<file path="src/rtl/sched_pkg.sv">
package sched_pkg;
  typedef enum logic [1:0] {
    PH_HALT = 2'd0,
    PH_PER  = 2'd1,
    PH_NP   = 2'd2
  } phase_t;

  typedef enum logic [1:0] {
    IS_IDLE  = 2'd0,
    IS_OFFER = 2'd1,
    IS_WAIT  = 2'd2
  } issue_st_t;
endpackage

</file>
<file path="src/rtl/sched_head_sel.sv">
module sched_head_sel #(
  parameter int CH_W   = 4,
  parameter int TIME_W = 11
) (
  input  logic              sel_np_i,
  input  logic              per_valid_i,
  input  logic              per_is_dis_i,
  input  logic [CH_W-1:0]   per_ch_i,
  input  logic [TIME_W-1:0] per_time_i,
  input  logic              np_valid_i,
  input  logic              np_is_dis_i,
  input  logic [CH_W-1:0]   np_ch_i,
  input  logic [TIME_W-1:0] np_time_i,
  output logic              hd_valid_o,
  output logic              hd_is_dis_o,
  output logic [CH_W-1:0]   hd_ch_o,
  output logic [TIME_W-1:0] hd_time_o
);
  localparam int HD_W = 2 + CH_W + TIME_W;

  logic [HD_W-1:0] per_hd, np_hd, sel_hd;

  assign per_hd = {per_valid_i, per_is_dis_i, per_ch_i, per_time_i};
  assign np_hd  = {np_valid_i, np_is_dis_i, np_ch_i, np_time_i};

  for (genvar b = 0; b < HD_W; b++) begin : g_mux
    assign sel_hd[b] = sel_np_i ? np_hd[b] : per_hd[b];
  end

  assign {hd_valid_o, hd_is_dis_o, hd_ch_o, hd_time_o} = sel_hd;
endmodule

</file>
<file path="src/rtl/sched_fit_chk.sv">
module sched_fit_chk #(
  parameter int TIME_W = 11
) (
  input  logic [TIME_W-1:0] need_i,
  input  logic [TIME_W-1:0] left_i,
  output logic              fit_o
);
  // equality fits: the transaction ends exactly at the frame boundary
  assign fit_o = (need_i <= left_i);
endmodule

</file>
<file path="src/rtl/sched_issue.sv">
module sched_issue
  import sched_pkg::*;
#(
  parameter int CH_W   = 4,
  parameter int TIME_W = 11
) (
  input  logic              clk_i,
  input  logic              rst_ni,
  input  logic              load_i,
  input  logic [CH_W-1:0]   ch_i,
  input  logic [TIME_W-1:0] time_i,
  input  logic              per_i,
  input  logic              ready_i,
  input  logic              done_i,
  output logic              idle_o,
  output logic              valid_o,
  output logic [CH_W-1:0]   ch_o,
  output logic [TIME_W-1:0] time_o,
  output logic              per_o
);
  issue_st_t         st_q;
  logic [CH_W-1:0]   ch_q;
  logic [TIME_W-1:0] time_q;
  logic              per_q;

  always_ff @(posedge clk_i or negedge rst_ni) begin
    if (!rst_ni) begin
      st_q   <= IS_IDLE;
      ch_q   <= '0;
      time_q <= '0;
      per_q  <= 1'b0;
    end else begin
      unique case (st_q)
        IS_IDLE: if (load_i) begin
          st_q   <= IS_OFFER;
          ch_q   <= ch_i;
          time_q <= time_i;
          per_q  <= per_i;
        end
        IS_OFFER: if (ready_i) st_q <= IS_WAIT;
        IS_WAIT:  if (done_i)  st_q <= IS_IDLE;
        default:  st_q <= IS_IDLE;
      endcase
    end
  end

  assign idle_o  = (st_q == IS_IDLE);
  assign valid_o = (st_q == IS_OFFER);
  assign ch_o    = ch_q;
  assign time_o  = time_q;
  assign per_o   = per_q;
endmodule

</file>
<file path="src/rtl/usb_req_sched.sv">
module usb_req_sched
  import sched_pkg::*;
#(
  parameter int CH_W   = 4,
  parameter int TIME_W = 11
) (
  input  logic              clk_i,
  input  logic              rst_ni,
  input  logic              sof_i,
  input  logic [TIME_W-1:0] frame_left_i,
  input  logic              per_valid_i,
  input  logic              per_is_dis_i,
  input  logic [CH_W-1:0]   per_ch_i,
  input  logic [TIME_W-1:0] per_time_i,
  input  logic              np_valid_i,
  input  logic              np_is_dis_i,
  input  logic [CH_W-1:0]   np_ch_i,
  input  logic [TIME_W-1:0] np_time_i,
  output logic              per_pop_o,
  output logic              np_pop_o,
  output logic              dis_valid_o,
  output logic [CH_W-1:0]   dis_ch_o,
  output logic              xact_valid_o,
  input  logic              xact_ready_i,
  output logic [CH_W-1:0]   xact_ch_o,
  output logic [TIME_W-1:0] xact_time_o,
  output logic              xact_periodic_o,
  input  logic              xact_done_i
);
  phase_t            phase_q, phase_d;
  logic              sel_np;
  logic              hd_valid, hd_is_dis;
  logic [CH_W-1:0]   hd_ch;
  logic [TIME_W-1:0] hd_time;
  logic              fit, issue_idle, decide, take, load;

  assign sel_np = (phase_q == PH_NP);

  sched_head_sel #(.CH_W(CH_W), .TIME_W(TIME_W)) u_head_sel (
    .sel_np_i    (sel_np),
    .per_valid_i (per_valid_i),
    .per_is_dis_i(per_is_dis_i),
    .per_ch_i    (per_ch_i),
    .per_time_i  (per_time_i),
    .np_valid_i  (np_valid_i),
    .np_is_dis_i (np_is_dis_i),
    .np_ch_i     (np_ch_i),
    .np_time_i   (np_time_i),
    .hd_valid_o  (hd_valid),
    .hd_is_dis_o (hd_is_dis),
    .hd_ch_o     (hd_ch),
    .hd_time_o   (hd_time)
  );

  sched_fit_chk #(.TIME_W(TIME_W)) u_fit (
    .need_i(hd_time),
    .left_i(frame_left_i),
    .fit_o (fit)
  );

  // no decision in the SOF cycle; phase re-arms first
  assign decide = issue_idle && !sof_i && (phase_q != PH_HALT);

  always_comb begin
    take    = 1'b0;
    load    = 1'b0;
    phase_d = phase_q;
    if (sof_i) begin
      phase_d = PH_PER;
    end else if (decide) begin
      if (hd_valid && hd_is_dis) begin
        take = 1'b1;
      end else if (hd_valid && fit) begin
        take = 1'b1;
        load = 1'b1;
      end else if (phase_q == PH_PER) begin
        phase_d = PH_NP;
      end else if (hd_valid) begin
        phase_d = PH_HALT;
      end
    end
  end

  always_ff @(posedge clk_i or negedge rst_ni) begin
    if (!rst_ni) phase_q <= PH_HALT;
    else         phase_q <= phase_d;
  end

  assign per_pop_o   = take && !sel_np;
  assign np_pop_o    = take && sel_np;
  assign dis_valid_o = take && hd_is_dis;
  assign dis_ch_o    = hd_ch;

  sched_issue #(.CH_W(CH_W), .TIME_W(TIME_W)) u_issue (
    .clk_i  (clk_i),
    .rst_ni (rst_ni),
    .load_i (load),
    .ch_i   (hd_ch),
    .time_i (hd_time),
    .per_i  (!sel_np),
    .ready_i(xact_ready_i),
    .done_i (xact_done_i),
    .idle_o (issue_idle),
    .valid_o(xact_valid_o),
    .ch_o   (xact_ch_o),
    .time_o (xact_time_o),
    .per_o  (xact_periodic_o)
  );
endmodule

</file>
<file path="config.mk">
export PLATFORM = sky130hd
export DESIGN_NAME = usb_req_sched
export DESIGN_NICKNAME = d
export VERILOG_FILES = /design/src/rtl/sched_pkg.sv /design/src/rtl/sched_head_sel.sv /design/src/rtl/sched_fit_chk.sv /design/src/rtl/sched_issue.sv /design/src/rtl/usb_req_sched.sv
export SDC_FILE = /design/constraint.sdc
export NUM_CORES = 1
export LEC_CHECK = 0
export ABC_AREA = 1
export CAP_MARGIN = 5
export CORE_ASPECT_RATIO = 0.75
export CORE_UTILIZATION = 37
export CTS_CLUSTER_DIAMETER = 30
export DETAILED_ROUTE_END_ITERATION = 8
export DONT_BUFFER_PORTS = 1
export PLACE_DENSITY = 0.54
export SLEW_MARGIN = 20
export SYNTH_ARGS = -nofsm -noshare
export SYNTH_HDL_FRONTEND = slang
export SYNTH_SLANG_ARGS = --single-unit
</file>
<file path="constraint.sdc">
create_clock -name clk_i -period 2 [get_ports clk_i]
set_input_delay 0.1 -clock clk_i [delete_from_list [all_inputs] [get_ports clk_i]]
set_output_delay 0.1 -clock clk_i [all_outputs]
set_load 0.05 [all_outputs]
</file>
# [Word-level counts from Yosys, hierarchy flattened]
# Index checks and enable logic that the tools add are counted.
# Widths: inputs -> output; s select.
[totals] ff_bits=20 elab_cells=65
[classes] n_lt_le_gt_ge=1 n_eq_ne=9 mux=34 n_reduce_logical=16
[ops] op="$mux 1" n=24
[ops] op="$mux 2" n=9
[ops] op="$le 11x11->1" n=1
[ops] op="$logic_and 1x1->1" n=7
[ops] op="$ne 2x2->1 const B" n=3
[ops] op="$pmux 2 s3" n=1
[ops] op="$eq 2x1->1 const B" n=2
[ops] op="$eq 2x2->1 const B" n=2
[ops] op="$ne 2x1->1 const B" n=2
[ops] op="$reduce_and 4->1" n=1
[ops] op="$reduce_bool 2->1" n=2
[ops] op="$reduce_and 3->1" n=1
[ops] op="$reduce_bool 3->1" n=1
[ops] op="$logic_not 1->1" n=2
[ops] op="$logic_not 2->1" n=1
[ops] op="$reduce_and 2->1" n=1

# [Longest topological paths before layout]
# Gate-level depths: netlist of run 1.
[logic_depth] depth_word=10 ltp_mapped=20 mapped_depth_nobuf=18

# [Modules after synthesis]
# A second synthesis of run 1 with hierarchy kept.
[unflattened] cells_unflattened=220 hier_area_um2=1481.4
[modules_own_cells] module="sched_issue" n_inst=1 cells_per_inst=81 area_per_inst_um2=737.0
[modules_own_cells] module="sched_fit_chk" n_inst=1 cells_per_inst=55 area_per_inst_um2=319.1
[modules_own_cells] module="sched_head_sel" n_inst=1 cells_per_inst=55 area_per_inst_um2=255.2
[modules_own_cells] module="usb_req_sched" n_inst=1 cells_per_inst=29 area_per_inst_um2=170.2

# [Least setup slack after synthesis of run 1]
# Ideal clock, no wire load.
[synth_timing] kind="register -> output" from="reg phase_q[1]" to="out np_pop_o" arrival_time_ns=2.436 required_time_ns=1.900 path_slack_ns=-0.536 stages_incl_launch_ff=17 path_cell_list="dfrtp_1 nand2_4 buf_1 nand2_1 nand2_1 ha_1 nand2_1 inv_1 nand2_1 inv_1 nand2_1 nand3_1 nand2_1 nand2_2 nand2_1 nand2_1 nor2_1"
[synth_via] elab_chain_cells=9
[synth_rtl] element="from (decl)" line="usb_req_sched.sv:30" source="phase_t phase_q, phase_d;"
[synth_rtl] element="from (signal assigned)" line="usb_req_sched.sv:86" source="else phase_q <= phase_d;"
[synth_rtl] element="$eq 2x2->1" line="usb_req_sched.sv:37" source="assign sel_np = (phase_q == PH_NP);"
[synth_rtl] element="$mux 1" line="sched_head_sel.sv:27" source="assign sel_hd[b] = sel_np_i ? np_hd[b] : per_hd[b];"
[synth_rtl] element="net hd_time[10]" line="usb_req_sched.sv:34" source="logic [TIME_W-1:0] hd_time;"
[synth_rtl] element="$le 11x11->1" line="sched_fit_chk.sv:9" source="assign fit_o = (need_i <= left_i);"
[synth_rtl] element="$logic_and 1x1->1" line="usb_req_sched.sv:73" source="end else if (hd_valid && fit) begin"
[synth_rtl] element="$mux 1" line="usb_req_sched.sv:73"
[synth_rtl] element="$mux 1" line="usb_req_sched.sv:71" source="if (hd_valid && hd_is_dis) begin"
[synth_rtl] element="$mux 1" line="usb_req_sched.sv:70" source="end else if (decide) begin"
[synth_rtl] element="$mux 1" line="usb_req_sched.sv:68" source="if (sof_i) begin"
[synth_rtl] element="$logic_and 1x1->1" line="usb_req_sched.sv:90" source="assign np_pop_o = take && sel_np;"
[synth_rtl] element="to (decl)" line="usb_req_sched.sv:20" source="output logic np_pop_o,"
# The timed path passes the listed nets, and every way through them passes these cells.

# [Final worst setup path of run 1]
[layout_timing] from="reg phase_q[0]" to="out per_pop_o"
[layout_via] elab_chain_cells=9
[layout_rtl] element="$eq 2x2->1" line="usb_req_sched.sv:37"
[layout_rtl] element="$mux 1" line="sched_head_sel.sv:27"
[layout_rtl] element="net hd_time[1]" line="usb_req_sched.sv:34"
[layout_rtl] element="$le 11x11->1" line="sched_fit_chk.sv:9"
[layout_rtl] element="$logic_and 1x1->1" line="usb_req_sched.sv:73"
[layout_rtl] element="$mux 1" line="usb_req_sched.sv:73"
[layout_rtl] element="$mux 1" line="usb_req_sched.sv:71"
[layout_rtl] element="$mux 1" line="usb_req_sched.sv:70"
[layout_rtl] element="$mux 1" line="usb_req_sched.sv:68"
[layout_rtl] element="$logic_and 1x1->1" line="usb_req_sched.sv:89" source="assign per_pop_o = take && !sel_np;"
[layout_rtl] element="to (decl)" line="usb_req_sched.sv:19" source="output logic per_pop_o,"
# The timed path passes the listed nets, and every way through them passes these cells.

==> flow_summary_export.csv, run 1 <==
group,metric,value,unit
cts,ctsLongestPathBuffers,2,
final_layout,antenna-diode-count,0,
timing,fin_worst_skew,0.00120,ns
placement,place_ws,-0.173,ns
setup_path,startpoint_of_the_worst_slack_reg_to_reg_timing_path,"phase_q[0]",
flow_run,maxCapViolations,0,
drt,drc,0,
timing,maxSlewViolCount,0,
drt,dr_total_vias,1520,
placement,dp_hpwl,2.86,mm
setup_path,critical_path.n_buffers_inverters,4,
yosys,synth-seq-cells,20,
cts,clock_latency,0.25,ns
drt,post_drt_wl_per_cell,13.3,µm
power,p_per_area,1340,nW/µm²
setup_path,worst-endpoint-required,1.90,ns
timing,layout_min_cycle_time,2.35,ns
floorplanning,core_area,3680,µm²
timing,slew-limit-headroom,0.386,
yosys,ys_seq_area_frac,0.349,
setup_path,worstSetupStartpointType,"flop",
setup_path,path_max_fanout,7,
setup_path,critical_path.cell_chain,"inv_2 > nand2_8 > buf_6 > nand2_2 > nand2_2 > ha_1 > nand2_1 > inv_2 > nand2_1 > nand2_1 > nand2_1 > nand3_1 > nand2_1 > nand2_2 > nand2_2 > nand2_4 > nor2_4 > buf_12",
setup_path,timing_worst_setup_path_type,"flop to primary output",
cts,cts_max_level,1,
yosys,synth_area,1430,µm²
grt,grt_pass1_vias,1354,
hold_path,hold_start,"np_ch_i[1]",
grt,pin_count_of_the_biggest_net_entering_global_routing,21,
yosys,syn_avg_cell_area,6.63,µm²
timing,max_slew.worst_pin.slew,0.918,ns
yosys,synthAdderAreaFrac,0.0961,
yosys,synth_simple_gate_area_share,0.417,
final_layout,final_layout_size_suffix_gt1_frac,0.435,
drt,dr.pass1.iters,4,
final_layout,syn2layout_area_growth,64.5,%
setup_path,endpoint_kind,"primary output",
run_status,outcome,"complete, but fails checks",
setup_path,setup.reg_to_reg.worst_slack,-0.32,ns
setup_path,r2r.worst_path.cells,20,
cts,clkSlewWorstSetupHoldPaths,0.07,ns
setup_path,worst_path_dominant_cell_family,"simple AND/OR/NAND/NOR gates",
drt,routed_via_density,4.71,
setup_path,cp.arrival,2.25,ns
hold_path,hold_end,"u_issue.ch_o[1]",
timing,unrepaired_setup_endpoints_after_global_routing,"yes",
grt,wire_length_of_the_first_global_routing_pass,6.52,mm
cts,clock_sinks,20,
yosys,synth_nets,277,
timing,finalSetupViolations,21,
drt,drtIter0Drc,65,
floorplanning,die_width,73.9,µm
hold_path,worstHoldPathType,"primary input to flop",
power,power.ir.vdd_worst,725,µV
timing,timing_hold_violations_final,0,
grt,grt-ovfl-total,0,
setup_path,cpPeakStageDelay,0.39,ns
final_layout,finish.net_count,334,
yosys,combinational_family_with_the_most_area_after_synthesis,"simple AND/OR/NAND/NOR gates",
floorplanning,overall_die_area,4130,µm²
timing,achievable-frequency,426,MHz
floorplanning,core.rowCount,19,
timing,fin_ws,-0.348,ns
timing,hold_ws,0.103,ns
grt,global_routing_usage_summed_across_all_routing_layers,0.209,
placement,routabilityCongestion,0.781,
yosys,synth-warning-count,0,
final_layout,fillCellCount,338,
floorplanning,io_pins,74,
floorplanning,starting_density_of_the_core,0.389,
yosys,synthMuxAreaShare,0.00699,
yosys,syn_inst,216,
floorplanning,die_height,55.9,µm
setup_path,critPathSlowestCell,"sky130_fd_sc_hd__dfrtp_1",
cts,tritoncts.num_buffers,3,
placement,io_buffers,0,
cts,root_buffer,"sky130_fd_sc_hd__clkbuf_8",
final_layout,layout.cells.most_common,"sky130_fd_sc_hd__nand2_1",
placement,place.detailed.instances,294,
cts,clock_tree_from_tritoncts,"yes",
setup_path,reg2reg_to,"u_issue.time_o[7]",
final_layout,layout.core_utilization,0.639,
run_status,failed_checks,"negative setup slack",
timing,post-route-period-util,1.17,
grt,antenna_violations_before_repair,0,
yosys,synthXorXnorAreaFrac,0,
yosys,synth-compound-area-share,0.0297,
drt,drt-total-wl,4.29,mm
yosys,synth_cell_type_count,22,
final_layout,final_cells,323,
drt,drtAntennaViolNets,0,
setup_path,cp_common_cell,"sky130_fd_sc_hd__nand2_1",
power,p_leak,1.23,nW
final_layout,highest_count_cells_in_the_layout_ignoring_fill_and_taps,"81 x sky130_fd_sc_hd__nand2_1, 35 x sky130_fd_sc_hd__buf_4, 24 x sky130_fd_sc_hd__nand2_2, 21 x sky130_fd_sc_hd__inv_1, 19 x sky130_fd_sc_hd__dfrtp_1",
hold_path,worst_hold_path.num_cells,4,
## per-stage QoR
stage / setup TNS, ns / area [µm²] / total power, mW
finish: -5.74 / 2360 / 3.16
global route: -9.11 / 2360 / 3.37
CTS: -4.23 / 2080 / 2.90
detailed placement: -2.43 / 1760 / 2.41
global placement: -2.45 / 1760 / 2.40
floorplan: -1.13 / 1470 / 2.04
## how the worst max path moves through the flow
stage | from | to | slack [ns] | cells after the start
final | phase_q[0] | per_pop_o | -0.35 | 18
after floorplan | phase_q[0] | np_pop_o | -0.13 | 18
after CTS | phase_q[0] | per_pop_o | -0.38 | 18
after global placement | phase_q[0] | np_pop_o | -0.16 | 18
after global routing | phase_q[0] | per_pop_o | -0.51 | 18
after detailed placement | phase_q[0] | per_pop_o | -0.17 | 18
## layout make-up
class / count / area, µm² / area share
Clock buffer: 3 / 41.3 / 0.0175
Timing Repair Buffer: 55 / 523 / 0.222
Sequential cell: 20 / 502 / 0.213
Inverter: 28 / 125 / 0.0531
Tap cell: 52 / 65.1 / 0.0276
Multi-Input combinational cell: 165 / 1100 / 0.467
## Yosys cell counts (all sizes together)
cell | n | area share
o31ai | 1 | 0.0052
a21oi | 3 | 0.010
o21ai | 4 | 0.014
mux2i | 1 | 0.0070
nor2 | 14 | 0.042
buf | 5 | 0.024
inv | 28 | 0.077
nand4 | 1 | 0.0044
nor3b | 1 | 0.0087
nand3 | 15 | 0.052
nand2 | 112 | 0.31
ha | 11 | 0.096
dfrtp | 20 | 0.35
## sequential cells by signal (all words and copies together) (netlist names)
register        cells
u_issue.st_q        2
u_issue.time_o     11
u_issue.ch_o        4
u_issue.per_o       1
phase_q             2
## power by group
part / switching (mW) / leakage, nW / internal [mW]
combinational: 0.863 / 0.956 / 0.720
sequential: 0.731 / 0.249 / 0.587
clock: 0.124 / 0.0216 / 0.134
total: 1.72 / 1.23 / 1.44
## cells by family after synthesis
group	Yosys count
AOI/OAI and AO/OA	8
adders and majority gates	11
and+or+nand+nor	143
muxes	1
DFF	20
buffers and inverters	33
## per-layer routing
| metal | GRT usage | share of wire | vias up |
|---|---|---|---|
| met2 | 0.308 | 0.44 | 55 |
| li1 | - | - | 779 |
| met1 | 0.306 | 0.49 | 680 |
| met5 | 0 | 0 | - |
| met3 | 0.0399 | 0.052 | 6 |
| met4 | 0.0632 | 0.015 | 0 |
## worst min-delay path: stages
cell	delay [ns]
sky130_fd_sc_hd__nand2_1	0.04
sky130_fd_sc_hd__nand2_1	0.07
sky130_fd_sc_hd__nand3_2	0.07
sky130_fd_sc_hd__nand2_1	0.04
## what timing repair did
action                                  4_1_cts  5_1_grt
hold buffers                                  4        0
endpoints found under the hold margin        24        0
gates cloned                                  2        1
buffers inserted                             14        5
endpoints found under the setup margin       21       21
pin swaps                                     9       25
resized for setup                            26       47
Power figures use the tool's default switching activity.
==> run 2, diff against run 1 <==
--- a/config.mk
+++ b/config.mk
@@ -8,12 +8,13 @@
 export ABC_AREA = 1
 export CAP_MARGIN = 5
 export CORE_ASPECT_RATIO = 0.75
+export CORE_MARGIN = 1.5
 export CORE_UTILIZATION = 37
 export CTS_CLUSTER_DIAMETER = 30
 export DETAILED_ROUTE_END_ITERATION = 8
 export DONT_BUFFER_PORTS = 1
 export PLACE_DENSITY = 0.54
-export SLEW_MARGIN = 20
+export SETUP_SLACK_MARGIN = 0.4
 export SYNTH_ARGS = -nofsm -noshare
 export SYNTH_HDL_FRONTEND = slang
 export SYNTH_SLANG_ARGS = --single-unit
==> run 2 against run 1 <==
  * The run still ends with negative setup slack left
  * Clock power up 5%
  * Register-to-register slack worse by 0.10 ns
  * Maximum frequency down 3.4%
  * Sequential power about the same
  * Combinational power up 26%
  * Critical path depth down 2
  * Total power up 14%
  * Clock skew up 0.0042 ns
  * Final area up 16%
  * Critical path type unchanged
  * Largest cell class unchanged
  * Highest routed layer unchanged
==> flow_summary_export.csv, run 2 (synthesis results as in run 1) <==
group,metric,value,unit
timing,unrepaired_setup_endpoints_after_global_routing,"yes",
cts,clkSlewWorstSetupHoldPaths,0.08,ns
setup_path,critical_path.cell_chain,"inv_2 > nand2_8 > inv_8 > nand2_1 > nand2_4 > ha_4 > nand2_2 > inv_2 > a21oi_2 > nand3_1 > nand2_1 > nand2_2 > nand2_2 > nand2_4 > nor2_4 > buf_12",
grt,pin_count_of_the_biggest_net_entering_global_routing,21,
floorplanning,die_height,56.9,µm
cts,clock_sinks,20,
final_layout,highest_count_cells_in_the_layout_ignoring_fill_and_taps,"73 x sky130_fd_sc_hd__nand2_1, 36 x sky130_fd_sc_hd__buf_6, 29 x sky130_fd_sc_hd__buf_4, 21 x sky130_fd_sc_hd__nand2_2, 20 x sky130_fd_sc_hd__inv_1",
floorplanning,core_area,3680,µm²
setup_path,r2r.worst_path.cells,19,
final_layout,finish.net_count,356,
grt,wire_length_of_the_first_global_routing_pass,7.78,mm
timing,maxSlewViolCount,0,
final_layout,antenna-diode-count,0,
placement,dp_hpwl,2.93,mm
cts,tritoncts.num_buffers,3,
timing,fin_worst_skew,0.00543,ns
grt,grt-ovfl-total,0,
cts,root_buffer,"sky130_fd_sc_hd__clkbuf_8",
run_status,outcome,"complete, but fails checks",
final_layout,largest_reg_flops,11,
setup_path,cpPeakStageDelay,0.39,ns
timing,layout_min_cycle_time,2.43,ns
timing,fin_ws,-0.430,ns
final_layout,seq_area,502,µm²
timing,slew-limit-headroom,0.375,
setup_path,startpoint_of_the_worst_slack_reg_to_reg_timing_path,"phase_q[0]",
setup_path,critPathCapture,"np_pop_o",
cts,cts_max_level,1,
setup_path,launching_instance_or_port_of_the_critical_path,"phase_q[0]",
floorplanning,die_width,74.9,µm
placement,routabilityCongestion,0.782,
timing,timing_hold_violations_final,0,
cts,clock_tree_from_tritoncts,"yes",
final_layout,area_of_the_multi_input_gates,1220,µm²
setup_path,setup.reg_to_reg.worst_slack,-0.42,ns
grt,grt_pass1_vias,1584,
drt,routed_via_density,5.13,
setup_path,worstSetupStartpointType,"flop",
setup_path,endpoint_kind,"primary output",
final_layout,syn2layout_area_growth,91.4,%
placement,place_ws,-0.198,ns
placement,io_buffers,0,
drt,dr.pass1.iters,4,
setup_path,worst-endpoint-required,1.90,ns
grt,antenna_violations_before_repair,0,
timing,finalSetupViolations,21,
cts,ctsLongestPathBuffers,2,
timing,hold_ws,0.104,ns
final_layout,layout.cells.most_common,"sky130_fd_sc_hd__nand2_1",
floorplanning,core.rowCount,19,
drt,drtAntennaViolNets,0,
drt,drtIter0Drc,104,
setup_path,path_max_fanout,7,
cts,clock_latency,0.26,ns
drt,drt-total-wl,6.01,mm
run_status,failed_checks,"negative setup slack",
setup_path,timing_worst_setup_path_type,"flop to primary output",
power,p_per_area,1310,nW/µm²
setup_path,cp.arrival,2.33,ns
drt,dr_total_vias,1769,
power,power.ir.vdd_worst,724,µV
flow_run,maxCapViolations,0,
timing,post-route-period-util,1.22,
floorplanning,starting_density_of_the_core,0.389,
drt,drc,0,
floorplanning,io_pins,74,
setup_path,cp_common_cell,"sky130_fd_sc_hd__nand2_2",
setup_path,critPathSlowestCell,"sky130_fd_sc_hd__dfrtp_1",
final_layout,layout.core_utilization,0.744,
hold_path,worstHoldPathType,"primary input to flop",
setup_path,reg2reg_to,"phase_q[1]",
hold_path,hold_start,"np_ch_i[1]",
floorplanning,overall_die_area,4260,µm²
final_layout,final_layout_size_suffix_gt1_frac,0.532,
timing,max_slew.worst_pin.slew,0.934,ns
grt,global_routing_usage_summed_across_all_routing_layers,0.243,
drt,post_drt_wl_per_cell,17.4,µm
final_layout,fillCellCount,246,
power,p_leak,1.39,nW
timing,achievable-frequency,412,MHz
-- run 2: cell types whose count changed in the layout (fill, tap and decap cells not counted), moves of 2 or more --
cell | previous run | this run
sky130_fd_sc_hd__nand3_2 | 7 | 9
sky130_fd_sc_hd__nor2_1 | 11 | 8
sky130_fd_sc_hd__nand2_4 | 6 | 18
sky130_fd_sc_hd__nor2_2 | 0 | 3
sky130_fd_sc_hd__nand3_1 | 8 | 6
sky130_fd_sc_hd__buf_6 | 12 | 36
sky130_fd_sc_hd__nand2_2 | 24 | 21
sky130_fd_sc_hd__buf_4 | 35 | 29
sky130_fd_sc_hd__nand2_1 | 81 | 73
-- run 2: per-layer routing --
| layer | part of all wire | track usage |
|---|---|---|
| met5 | 0 | 0 |
| met4 | 0.019 | 0.0494 |
| met3 | 0.076 | 0.0431 |
| met2 | 0.51 | 0.393 |
| met1 | 0.40 | 0.336 |
-- run 2: layout make-up --
type | instances | share of cell area
clock buffers | 3 | 0.0151
repair inverters | 1 | 0.00319
multi-input cells | 166 | 0.445
inverters | 28 | 0.0438
well taps | 52 | 0.0237
flip-flops and latches | 20 | 0.183
repair buffers | 75 | 0.286
-- run 2: worst min-delay path by stage --
stage                              to  slack, ns  cells past startpoint
floorplan                  phase_q[0]      -0.20                      0
global placement    u_issue.time_o[5]      -0.20                      0
detailed placement  u_issue.time_o[8]      -0.20                      0
CTS                   u_issue.ch_o[0]       0.10                      4
global route          u_issue.ch_o[0]       0.14                      4
finish                u_issue.ch_o[1]       0.10                      4
-- run 2: stage by stage --
stage	total power [mW]	instances	cell area, µm²	setup TNS, ns
2_1_floorplan	2.04	216	1470	-1.15
3_3_place_gp	2.41	293	1760	-2.60
3_5_place_dp	2.43	293	1760	-3.18
4_1_cts	3.17	340	2460	-4.26
5_1_grt	3.78	345	2740	-10.10
6_report	3.59	345	2740	-7.79
-- run 2: where the power goes --
group	internal [mW]	total (mW)	switching [mW]
combinational	0.930	1.99	1.06
clock	0.134	0.271	0.137
sequential	0.586	1.33	0.742
-- run 2: worst max-delay path, delay by kind of cell, from the launching register on --
family	cells	cell delay, ns
flops	1	0.39
fa+ha+maj	1	0.20
simple gates	10	0.90
compound gates	1	0.15
buf+inv	4	0.42
-- run 2: repair_timing --
item / in CTS / in global routing
endpoints found under the hold margin: 24 / 0
gates resized for setup: 64 / 62
cloned: 3 / 2
buffers inserted: 37 / 3
hold buffers: 4 / 0
setup endpoints to repair: 22 / 23
pin swaps: 29 / 25
==> run 3, diff against run 2 <==
--- a/config.mk
+++ b/config.mk
@@ -13,7 +13,8 @@
 export CTS_CLUSTER_DIAMETER = 30
 export DETAILED_ROUTE_END_ITERATION = 8
 export DONT_BUFFER_PORTS = 1
-export PLACE_DENSITY = 0.54
+export PLACE_DENSITY = 0.52
+export RECOVER_POWER = 100
 export SETUP_SLACK_MARGIN = 0.4
 export SYNTH_ARGS = -nofsm -noshare
 export SYNTH_HDL_FRONTEND = slang
==> constraint.sdc (replaced) <==
create_clock -name clk_i -period 2.44 [get_ports clk_i]
set_input_delay 0.122 -clock clk_i [delete_from_list [all_inputs] [get_ports clk_i]]
set_output_delay 0.122 -clock clk_i [all_outputs]
set_load 0.05 [all_outputs]
==> run 3 against run 2 <==
  * The run now ends clean
  * Critical path type unchanged
  * Clock-buffer cell count up 1
  * Register-to-register slack improved by 0.43 ns
  * Wire length decreased by 16%
  * Worst hold slack improved by 0.0090 ns
  * Largest cell class unchanged
  * Critical endpoint unchanged
  * Clock skew is 0.0042 ns lower
==> flow_summary_export.csv, run 3 (synthesis results as in run 1) <==
group,metric,value,unit
run_status,outcome,"finished, final reports clean",
timing,achievable-frequency,411,MHz
grt,grt_pass1_vias,1643,
floorplanning,die_width,74.9,µm
setup_path,cp.arrival,2.31,ns
final_layout,final_cells,322,
power,total_power,2.66,mW
final_layout,largest_reg_flops,11,
final_layout,area_of_the_multi_input_gates,1140,µm²
setup_path,critPathSlowestCell,"sky130_fd_sc_hd__dfrtp_2",
grt,global_routing_usage_summed_across_all_routing_layers,0.233,
hold_path,worstHoldPathType,"primary input to flop",
setup_path,path_max_fanout,14,
timing,hold_ws,0.113,ns
floorplanning,starting_density_of_the_core,0.389,
timing,fin_worst_skew,0.00121,ns
cts,clock_latency,0.25,ns
hold_path,worst_hold_path.num_cells,2,
grt,pin_count_of_the_biggest_net_entering_global_routing,21,
floorplanning,io_pins,74,
placement,dp_hpwl,3.02,mm
cts,tritoncts.num_buffers,3,
drt,dr.pass1.iters,4,
drt,drtIter0Drc,85,
cts,ctsLongestPathBuffers,2,
placement,place.detailed.instances,271,
timing,maxSlewViolCount,0,
timing,unrepaired_setup_endpoints_after_global_routing,"yes",
hold_path,hold_start,"per_time_i[0]",
power,p_per_area,1110,nW/µm²
drt,routed_via_density,5.06,
setup_path,critical_path.cell_chain,"nand2_4 > clkinv_8 > nand2_1 > nand2_2 > ha_4 > nand2_2 > inv_1 > nand2_1 > nor2_2 > nand2_1 > nand3_1 > nand2_1 > nand2_2 > nand2_2 > nand2_4 > nor2_4 > buf_12",
timing,slew-limit-headroom,0.388,
placement,io_buffers,0,
power,p_leak,1.25,nW
setup_path,worst-endpoint-required,2.32,ns
drt,drtAntennaViolNets,0,
drt,drc,0,
timing,timing_hold_violations_final,0,
floorplanning,core_area,3680,µm²
grt,antenna_violations_before_repair,0,
placement,routabilityCongestion,0.791,
timing,layout_min_cycle_time,2.43,ns
floorplanning,core.rowCount,19,
setup_path,cpPeakStageDelay,0.44,ns
final_layout,final_layout_size_suffix_gt1_frac,0.467,
floorplanning,die_height,56.9,µm
cts,cts_max_level,1,
cts,clock_sinks,20,
setup_path,setup.reg_to_reg.worst_slack,0.009,ns
timing,fin_ws,0.00918,ns
final_layout,antenna-diode-count,0,
cts,root_buffer,"sky130_fd_sc_hd__clkbuf_8",
setup_path,startpoint_of_the_worst_slack_reg_to_reg_timing_path,"phase_q[1]",
drt,drt-total-wl,5.07,mm
timing,finalSetupViolations,0,
final_layout,syn2layout_area_growth,67.9,%
floorplanning,overall_die_area,4260,µm²
final_layout,fillCellCount,314,
setup_path,worstSetupStartpointType,"flop",
timing,max_slew.worst_pin.slew,0.915,ns
cts,clock_tree_from_tritoncts,"yes",
setup_path,endpoint_kind,"primary output",
timing,tns,0,ns
final_layout,seq_area,502,µm²
setup_path,timing_worst_setup_path_type,"flop to primary output",
setup_path,reg2reg_to,"u_issue.time_o[6]",
drt,post_drt_wl_per_cell,15.8,µm
final_layout,layout.cells.most_common,"sky130_fd_sc_hd__nand2_1",
hold_path,hold_end,"u_issue.time_o[0]",
final_layout,finish.net_count,332,
final_layout,highest_count_cells_in_the_layout_ignoring_fill_and_taps,"79 x sky130_fd_sc_hd__nand2_1, 32 x sky130_fd_sc_hd__buf_4, 26 x sky130_fd_sc_hd__nand2_2, 21 x sky130_fd_sc_hd__inv_1, 19 x sky130_fd_sc_hd__dfrtp_1",
timing,post-route-period-util,0.996,
drt,dr_total_vias,1628,
grt,wire_length_of_the_first_global_routing_pass,7.70,mm
power,power.ir.vdd_worst,682,µV
cts,clkSlewWorstSetupHoldPaths,0.07,ns
placement,place_ws,0.0860,ns
flow_run,maxCapViolations,0,
grt,grt-ovfl-total,0,
setup_path,r2r.worst_path.cells,17,
run 3: cell count changes in the layout (fill, tap and decap cells not counted), moves of 3 or more:
cell                      change
sky130_fd_sc_hd__nand2_1      +6
sky130_fd_sc_hd__nand2_2      +5
sky130_fd_sc_hd__buf_4        +3
sky130_fd_sc_hd__nand2_4     -10
sky130_fd_sc_hd__buf_6       -25
sky130_fd_sc_hd__nand3_1      -3
run 3: through the flow:
stage,instance area (µm²),util
floorplan,1470,-
global placement,1570,0.425
detailed placement,1570,0.425
CTS,2180,0.593
global route,2400,0.653
finish,2400,0.653
run 3: timing repair:
item,4_1_cts,5_1_grt
hold buffers,4,0
pin swaps,28,21
buffers inserted,32,8
endpoints found under the hold margin,23,0
resized for setup,48,40
endpoints found under the setup margin,21,21
gates cloned,3,0
run 3: per-layer routing:
| layer | global-route usage | vias to the layer above | wire length, µm |
|---|---|---|---|
| li1 | - | 773 | - |
| met3 | 0.0503 | 4 | 418 |
| met2 | 0.393 | 73 | 2600 |
| met4 | 0.0468 | 0 | 39 |
| met5 | 0 | - | 0 |
| met1 | 0.305 | 778 | 2010 |
run 3: final cells by class:
cell class              instances  area share
multi-input cells             165       0.474
repair buffers                 53       0.214
flip-flops and latches         20       0.209
inverters                      28      0.0531
well taps                      52      0.0271
clock buffers                   4      0.0229
run 3: worst max-delay path by stage:
| stage | from | to | cells past startpoint |
|---|---|---|---|
| global placement | phase_q[0] | u_issue.time_o[8] | 18 |
| detailed placement | phase_q[0] | u_issue.time_o[8] | 18 |
| CTS | phase_q[0] | per_pop_o | 18 |
| floorplan | phase_q[0] | np_pop_o | 18 |
| finish | phase_q[1] | np_pop_o | 17 |
| global route | phase_q[1] | np_pop_o | 17 |
run 3: critical path, delay by kind of cell (launching register included):
kind          cells  cell delay, ns
fa+ha+maj         1            0.25
buf+inv           3            0.28
flops             1            0.44
simple gates     13            1.08
run 3: where the power goes:
group,switching (mW),internal (mW)
Combinational,0.733,0.592
Clock,0.107,0.143
Sequential,0.607,0.481
